--- src/rtl/flash_busy_status_pkg.sv ---
package flash_busy_status_pkg;
  localparam int STAT_W     = 8;
  localparam int DONE_BIT   = 7;
  localparam int TOGGLE_BIT = 6;
  localparam logic [STAT_W-1:0] DONE_MASK   = STAT_W'(1) << DONE_BIT;
  localparam logic [STAT_W-1:0] TOGGLE_MASK = STAT_W'(1) << TOGGLE_BIT;
  localparam logic [STAT_W-1:0] ERASE_CLEAR = '0;

  typedef enum logic {
    KIND_SECTOR = 1'b0,
    KIND_CHIP   = 1'b1
  } erase_kind_e;
endpackage

--- src/rtl/fbs_countdown.sv ---
module fbs_countdown
  import flash_busy_status_pkg::*;
#(
  parameter int SECTOR_TICKS = 5,
  parameter int CHIP_TICKS   = 50
) (
  input  logic        clk,
  input  logic        rst_n,
  input  logic        tick_i,
  input  logic        start_i,
  input  erase_kind_e kind_i,
  output logic        busy_o,
  output logic        expire_o
);
  localparam int MAX_TICKS = (CHIP_TICKS > SECTOR_TICKS) ? CHIP_TICKS : SECTOR_TICKS;
  localparam int CNT_W     = $clog2(MAX_TICKS + 1);
  localparam logic [CNT_W-1:0] LOAD_SECTOR = CNT_W'(SECTOR_TICKS);
  localparam logic [CNT_W-1:0] LOAD_CHIP   = CNT_W'(CHIP_TICKS);
  localparam logic [CNT_W-1:0] LAST        = CNT_W'(1);

  logic [CNT_W-1:0] remain_q;
  logic [CNT_W-1:0] load_val;

  assign load_val = (kind_i == KIND_CHIP) ? LOAD_CHIP : LOAD_SECTOR;
  assign busy_o   = (remain_q != '0);
  assign expire_o = tick_i && (remain_q == LAST);

  always_ff @(posedge clk or negedge rst_n) begin
    if (!rst_n) begin
      remain_q <= '0;
    end else if (start_i && !busy_o) begin
      remain_q <= load_val;
    end else if (tick_i && busy_o) begin
      remain_q <= remain_q - LAST;
    end
  end
endmodule

--- src/rtl/fbs_status_reg.sv ---
module fbs_status_reg
  import flash_busy_status_pkg::*;
(
  input  logic              clk,
  input  logic              rst_n,
  input  logic              erase_start_i,
  input  logic              prog_i,
  input  logic [STAT_W-1:0] prog_data_i,
  input  logic              rd_i,
  input  logic              expire_i,
  output logic [STAT_W-1:0] status_o
);
  logic [STAT_W-1:0] stat_q;
  logic [STAT_W-1:0] base;
  logic [STAT_W-1:0] flips;

  always_comb begin
    if (erase_start_i) begin
      base = ERASE_CLEAR;
    end else if (prog_i) begin
      base = ~(prog_data_i & DONE_MASK);
    end else begin
      base = stat_q;
    end
    flips = (expire_i ? DONE_MASK : '0) | (rd_i ? TOGGLE_MASK : '0);
  end

  always_ff @(posedge clk or negedge rst_n) begin
    if (!rst_n) begin
      stat_q <= '0;
    end else begin
      stat_q <= base ^ flips;
    end
  end

  assign status_o = stat_q;
endmodule

--- src/rtl/fbs_resume.sv ---
module fbs_resume (
  input  logic clk,
  input  logic rst_n,
  input  logic expire_i,
  input  logic bypass_i,
  output logic done_o,
  output logic to_bypass_o,
  output logic to_read_o
);
  always_ff @(posedge clk or negedge rst_n) begin
    if (!rst_n) begin
      done_o      <= 1'b0;
      to_bypass_o <= 1'b0;
      to_read_o   <= 1'b0;
    end else begin
      done_o      <= expire_i;
      to_bypass_o <= expire_i && bypass_i;
      to_read_o   <= expire_i && !bypass_i;
    end
  end
endmodule

--- src/rtl/flash_busy_status.sv ---
module flash_busy_status
  import flash_busy_status_pkg::*;
#(
  parameter int SECTOR_TICKS = 5,
  parameter int CHIP_TICKS   = 50
) (
  input  logic        clk,
  input  logic        rst_n,
  input  logic        tick_i,
  input  logic        erase_req_i,
  input  logic        erase_chip_i,
  input  logic        prog_req_i,
  input  logic [7:0]  prog_data_i,
  input  logic        status_rd_i,
  input  logic        bypass_i,
  output logic [7:0]  status_o,
  output logic        busy_o,
  output logic        done_o,
  output logic        resume_bypass_o,
  output logic        resume_read_o
);
  logic        busy;
  logic        expire;
  logic        erase_start;
  erase_kind_e kind;

  assign kind        = erase_chip_i ? KIND_CHIP : KIND_SECTOR;
  assign erase_start = erase_req_i && !busy;

  fbs_countdown #(
    .SECTOR_TICKS(SECTOR_TICKS),
    .CHIP_TICKS  (CHIP_TICKS)
  ) u_count (
    .clk     (clk),
    .rst_n   (rst_n),
    .tick_i  (tick_i),
    .start_i (erase_start),
    .kind_i  (kind),
    .busy_o  (busy),
    .expire_o(expire)
  );

  fbs_status_reg u_stat (
    .clk          (clk),
    .rst_n        (rst_n),
    .erase_start_i(erase_start),
    .prog_i       (prog_req_i),
    .prog_data_i  (prog_data_i),
    .rd_i         (status_rd_i),
    .expire_i     (expire),
    .status_o     (status_o)
  );

  fbs_resume u_resume (
    .clk        (clk),
    .rst_n      (rst_n),
    .expire_i   (expire),
    .bypass_i   (bypass_i),
    .done_o     (done_o),
    .to_bypass_o(resume_bypass_o),
    .to_read_o  (resume_read_o)
  );

  assign busy_o = busy;
endmodule

--- config.mk ---
export PLATFORM = sky130hd
export DESIGN_NAME = flash_busy_status
export DESIGN_NICKNAME = d
export VERILOG_FILES = /design/src/rtl/flash_busy_status_pkg.sv /design/src/rtl/fbs_countdown.sv /design/src/rtl/fbs_status_reg.sv /design/src/rtl/fbs_resume.sv /design/src/rtl/flash_busy_status.sv
export SDC_FILE = /design/constraint.sdc
export NUM_CORES = 1
export LEC_CHECK = 0
export BUFFER_PORTS_ARGS = -buffer_cell sky130_fd_sc_hd__clkbuf_2
export CAP_MARGIN = 20
export CORE_MARGIN = 3
export CORE_UTILIZATION = 45
export DETAILED_ROUTE_END_ITERATION = 8
export PLACE_DENSITY_LB_ADDON = 0.08
export SYNTH_ARGS = -nofsm -noshare
export SYNTH_HDL_FRONTEND = slang
export SYNTH_SLANG_ARGS = --single-unit
export TNS_END_PERCENT = 50
--- constraint.sdc ---
create_clock -name clk -period 3.8 [get_ports clk]
set_clock_uncertainty 0.2 [all_clocks]
set_input_delay 0.38 -clock clk [delete_from_list [all_inputs] [get_ports clk]]
set_output_delay 0.38 -clock clk [all_outputs]
set_load 0.005 [all_outputs]
==> results.cfg, run 1 <==
[outcome]
outcome = finished, final reports clean

[routing]
dr_wl_met3_um = 69
wl_per_cell_um = 13.1
postRouteAntennaNets = 0
dr_total_vias = 546
wirelength_mm = 1.27
firstDrtPassIters = 4
drt_iter0_drc = 7
dr_wl_met2_um = 597
via_per_inst = 5.63
drc_errors = 0
maxUsedRoutingLayer = met4
wl_met1_um = 595

[sta]
relSlewSlack_pct = 66.3
finalCriticalPeriod_ps = 2130
rsz0062_at_grt = false
fin_tns_setup_ps = 0
fmax_ghz = 0.470
tightest_slew_ps = 501
finalHoldViolCount = 0
period_share_pct = 56.0
setup_viol = 0
slew_violations = 0
whs_ps = 98.1

[global_routing]
grt_use_total_pct = 14.0
grt_max_degree = 13
antenna_found_initial = 0
grt_pass1_wl_mm = 2.08
grt_pass1_vias = 492
grt-ovfl-total = 0

[synth]
yosysWarningCount = 0
netlist_area_um2 = 696
syn_nets = 84
synth-edff-count = 0
ys.flop_type = dfrtp_1
synthCells = 65
netlist_top_cells_area = dfrtp_1, buf_4, ha_1
synth_xor_area_share_pct = 2.52
synth_area_leader_cell = dfrtp_1
synthMuxAreaShare_pct = 0
synthArstFlopShare_pct = 100
synth_compound_area_share_pct = 19.6
yosys.area_share.simple_pct = 20.1
avgSynthCellArea_um2 = 10.7
synth_cell_types = 29
synth_top_family_by_area = simple AND/OR/NAND/NOR gates
synth_top_area_share_pct = 43.2
synth_seq_area_share_pct = 43.2
ys_ff_latch = 12
synth_fa_ha_area_share_pct = 5.40

[clock_tree]
cts_buffers = 3
cts.sinks = 12
clkLatencyLatePin_ps = 260
cts_tree = yes
cts.path.max_buffers = 2
cts_root_buffer = clkbuf_4
cts_setup_buffers = 0
path_clk_slew_ps = 70
htree_levels = 1

[power]
leakagePower_nw = 0.384
comb_power_share_pct = 38.5
irDropWorstVdd_v = 0.000323
p_clk_share_pct = 15.0
pwr-share-seq_pct = 46.5
p_switching_mw = 0.197
p_sw_share_pct = 39.7
p_int_mw = 0.299
powerDensity_nw_per_um2 = 624

[critical_path]
cp.arrival_ps = 1550
crit_fanout = 10
rrSetupSlack_ps = 2010
start_kind = flop
cp.required_ps = 3220
criticalPathCategory = flop to output port
end_kind = output port

[die]
ios = 28
die-area_um2 = 2050
die_h_um = 45.3
coreArea_um2 = 1380
rows = 13
fp.dieW_um = 45.3
initial_utilization_pct = 50.3

[final_layout]
fin_cells = 97
nets = 103
antenna_cells = 0
drive_gt1_share_pct = 37.8
final_common_cell = clkbuf_2
final_cell_mix = clkbuf_2, dfrtp_1, nand2_1, a21oi_1, a211oi_1
area_growth_pct = 14.2

[placement]
finalWeightedCongestion = 0.782
io_buffers = 20
hpwl_um = 965
numPlacedInstances = 93

[job]
cap_violations = 0

[worst_hold_path]
hold_class = input port to flop
power by group through the flow:
| stage | Clock (mW) | Sequential, mW | Combinational [mW] |
|---|---|---|---|
| after floorplan | 0 | 0.213 | 0.170 |
| after global placement | 0 | 0.230 | 0.185 |
| after detailed placement | 0 | 0.232 | 0.190 |
| after CTS | 0.0775 | 0.230 | 0.191 |
| after global routing | 0.0826 | 0.238 | 0.215 |
| final | 0.0743 | 0.231 | 0.191 |
registers in the layout (all words and copies together), names as in the netlist:
name	cells
u_resume.to_read_o	1
u_count.remain_q	6
u_resume.to_bypass_o	1
u_resume.done_o	1
u_stat.status_o	3
what timing repair did:
| item | 4_1_cts | 5_1_grt |
|---|---|---|
| gates resized for setup | 0 | 0 |
| hold buffers | 1 | 0 |
| setup endpoints to repair | 0 | 0 |
| hold endpoints to repair | 12 | 0 |
synth_stat cells (2+ instances only):
cell and instances:
a211o_1 2, a211oi_1 4, a21oi_1 4, and2_1 2, and3_1 2, buf_4 5, dfrtp_1 12, ha_1 3
inv_1 3, nand2_1 7, nor4_1 2, xnor2_1 2
worst paths after layout:
kind | start | to | cells past startpoint
max reg2reg | u_count.remain_q[0]$_DFFE_PN0P_ | u_count.remain_q[4]$_DFFE_PN0P_ | 5
min | status_rd_i | u_stat.status_o[6]$_DFF_PN0_ | 2
max | u_count.remain_q[2]$_DFFE_PN0P_ | busy_o | 3
max in group asynchronous | rst_n | u_count.remain_q[0]$_DFFE_PN0P_ | 2
min in group asynchronous | rst_n | u_stat.status_o[4]$_DFFE_PN0P_ | 2
min reg2reg | u_stat.status_o[6]$_DFF_PN0_ | u_stat.status_o[6]$_DFF_PN0_ | 2
metrics by stage:
stage | worst slack [ps] | total power [mW] | utilization [%] | area (um^2)
after global routing | 1540 | 0.535 | 57.5 | 795
after floorplan | 2090 | 0.383 | - | 696
after global placement | 1950 | 0.416 | 55.1 | 762
after CTS | 1670 | 0.498 | 57.5 | 795
after detailed placement | 1960 | 0.422 | 55.1 | 762
final | 1670 | 0.495 | 57.5 | 795
critical path, cell delays in order, from the launching register on:
cell and delay [ps]:
dfrtp_1 470, nor4_4 550, nand2_1 130, clkbuf_2 130
cells by family (layout without fill, tap and decap cells):
| logic type | Yosys count | in the layout |
|---|---|---|
| AO/OA/AOI/OAI | 18 | 18 |
| XOR/XNOR | 2 | 2 |
| adder cells (fa/ha/maj) | 3 | 3 |
| buffers and inverters | 10 | 27 |
| flip-flops | 12 | 12 |
| AND/OR/NAND/NOR | 20 | 20 |
final cells by class:
cell class,instances,area (um^2)
clock buffers,3,22.5
fillers,129,588
inverters,3,11.3
multi-input cells,43,332
flip-flops and latches,12,300
well taps,15,18.8
repair buffers,21,110
per-layer routing:
metal	up-vias	GRT usage, %
met5	-	0
met1	258	16.5
met4	0	7.02
met2	17	23.2
met3	2	3.59
li1	269	-
(Power assumes the default switching activity.)
==> run 2: changes to the inputs <==
--- a/config.mk
+++ b/config.mk
@@ -5,6 +5,7 @@
 export SDC_FILE = /design/constraint.sdc
 export NUM_CORES = 1
 export LEC_CHECK = 0
+export ABC_AREA = 1
 export BUFFER_PORTS_ARGS = -buffer_cell sky130_fd_sc_hd__clkbuf_2
 export CAP_MARGIN = 20
 export CORE_MARGIN = 3
==> constraint.sdc (replaced) <==
create_clock -name clk -period 2.2 [get_ports clk]
set_clock_uncertainty 0.2 [all_clocks]
set_input_delay 0.22 -clock clk [delete_from_list [all_inputs] [get_ports clk]]
set_output_delay 0.22 -clock clk [all_outputs]
set_load 0.005 [all_outputs]
==> results.cfg, run 2 <==
[placement]
finalWeightedCongestion = 0.774
numPlacedInstances = 116
io_buffers = 20
dpl_cell_area_um2 = 803
dp_slack_ps = 569
hpwl_mm = 1.02

[final_layout]
largest_reg_flops = 6
antenna_cells = 0
nets = 128
fin_util_pct = 62.2
final_cell_mix = nand2_1, clkbuf_2, dfrtp_1, inv_1, nand3_1
design_area_um2 = 870
area_growth_pct = 20.5
drive_gt1_share_pct = 30.6
final_common_cell = nand2_1
fin_cells = 123
top_register = u_count.remain_q

[synth]
avgSynthCellArea_um2 = 8.39
synth_cell_types = 17
syn_nets = 105
synth-edff-count = 0
netlist_area_um2 = 722
synth_top_area_share_pct = 41.6
synth_most_common_cell = nand2_1
netlist_top_cells_area = dfrtp_1, nand2_1, nand3_1
synth_area_leader_cell = dfrtp_1
ys_ff_latch = 12
synthArstFlopShare_pct = 100
yosysWarningCount = 0
yosys-top-cells-count = nand2_1, dfrtp_1, inv_1, nand3_1, nor2_1
synth_seq_area_share_pct = 41.6
synthCells = 86
ys.flop_type = dfrtp_1

[global_routing]
grt_pass1_wl_mm = 2.39
grt-ovfl-total = 0
antenna_found_initial = 0
grt_use_total_pct = 16.5
grt_pass1_vias = 528
grt_max_degree = 13

[sta]
slew_violations = 0
tightest_slew_ps = 318
finalCriticalPeriod_ps = 1790
setup_viol = 0
fin_ws_ps = 409
finalHoldViolCount = 0
period_share_pct = 81.4
fin_tns_setup_ps = 0
rsz0062_at_grt = false
relSlewSlack_pct = 78.8
whs_ps = 29.6
fmax_ghz = 0.558

[routing]
postRouteAntennaNets = 0
wirelength_mm = 1.37
firstDrtPassIters = 5
wl_per_cell_um = 11.1
drt_iter0_drc = 10
drc_errors = 0
via_per_inst = 4.75
dr_total_vias = 584

[power]
powerDensity_nw_per_um2 = 1130
irDropWorstVdd_v = 0.000578
power_mw = 0.980
leakagePower_nw = 0.490

[clock_tree]
cts_tree = yes
cts_buffers = 3
clkLatencyLatePin_ps = 280
cts_root_buffer = clkbuf_4
htree_levels = 1
path_clk_slew_ps = 80
cts.sinks = 12
cts_setup_buffers = 0
cts.path.max_buffers = 2

[die]
coreArea_um2 = 1400
rows = 13
ios = 28
fp.dieW_um = 46.1
initial_utilization_pct = 51.6
die_h_um = 46.1
die-area_um2 = 2120

[critical_path]
rrSetupSlack_ps = 570
cp.arrival_ps = 1370
cp.required_ps = 1780
crit_start = u_count.remain_q[0]$_DFFE_PN0P_
r2r_start = u_count.remain_q[0]$_DFFE_PN0P_
end_kind = output port
start_kind = flop
worstReg2RegEnd = u_count.remain_q[5]$_DFFE_PN0P_
worst-r2r-cell-count = 7
criticalPathCategory = flop to output port
crit_fanout = 5
critPathCapture = busy_o

[worst_hold_path]
hold_class = input port to flop

[outcome]
outcome = finished, final reports clean

[job]
cap_violations = 0
## run 2: cell count changes after synthesis, moves of 4 or more
| cell | delta |
|---|---|
| a211oi_1 | -4 |
| inv_1 | +7 |
| nand2_1 | +16 |
| nand3_1 | +10 |
| nor2_1 | +8 |
## run 2: critical path, stage by stage (launching register included)
cell and delay [ps]:
dfrtp_1 430, inv_1 120, ha_1 270, nand3_4 130
clkbuf_2 140
## run 2: per-layer routing
layer	track usage [%]	part of all wire, %
met1	22.1	47
met2	23.9	45
met3	3.52	5.1
met4	10.2	2.8
met5	0	0
## run 2: cell families (layout without fill, tap and decap cells)
family	count (synthesis)	count (layout)	share of synthesized area (%)
flip-flops	12	12	41.6
AO/OA/AOI/OAI	1	1	0.693
adder cells (fa/ha/maj)	3	3	5.20
XOR/XNOR	3	3	3.64
buffers and inverters	16	38	10.9
AND/OR/NAND/NOR	51	51	38.0
## run 2: repair_timing
item                                   in CTS  in global routing
gates resized for setup                     0                  0
endpoints found under the hold margin      15                  0
hold buffers                                3                  0
## run 2: final cells by class
class	count	area (um^2)
inverter	11	41.3
clock buffer	4	36.3
fill	128	529
tap	15	18.8
sequential	12	300
multi-input combinational	58	343
timing repair buffer	23	130
## run 2: power breakdown
group,switching [mW],leakage [nW],total (mW),internal [mW]
combinational,0.246,0.323,0.420,0.174
clock,0.0828,0.0210,0.184,0.101
sequential,0.0852,0.146,0.376,0.291
total,0.414,0.490,0.980,0.566
## run 2: worst min path at each step
stage / slack (ps) / depth (start not counted) / to / from
floorplan: -280 / 0 / u_count.remain_q[0]$_DFFE_PN0P_ / rst_n
finish: 30 / 4 / u_stat.status_o[7]$_DFF_PN0_ / prog_data_i[7]
global route: 50 / 4 / u_count.remain_q[0]$_DFFE_PN0P_ / erase_chip_i
CTS: 30 / 4 / u_stat.status_o[7]$_DFF_PN0_ / prog_data_i[7]
global placement: -80 / 1 / u_resume.done_o$_DFF_PN0_ / rst_n
detailed placement: -70 / 1 / u_resume.to_read_o$_DFF_PN0_ / rst_n
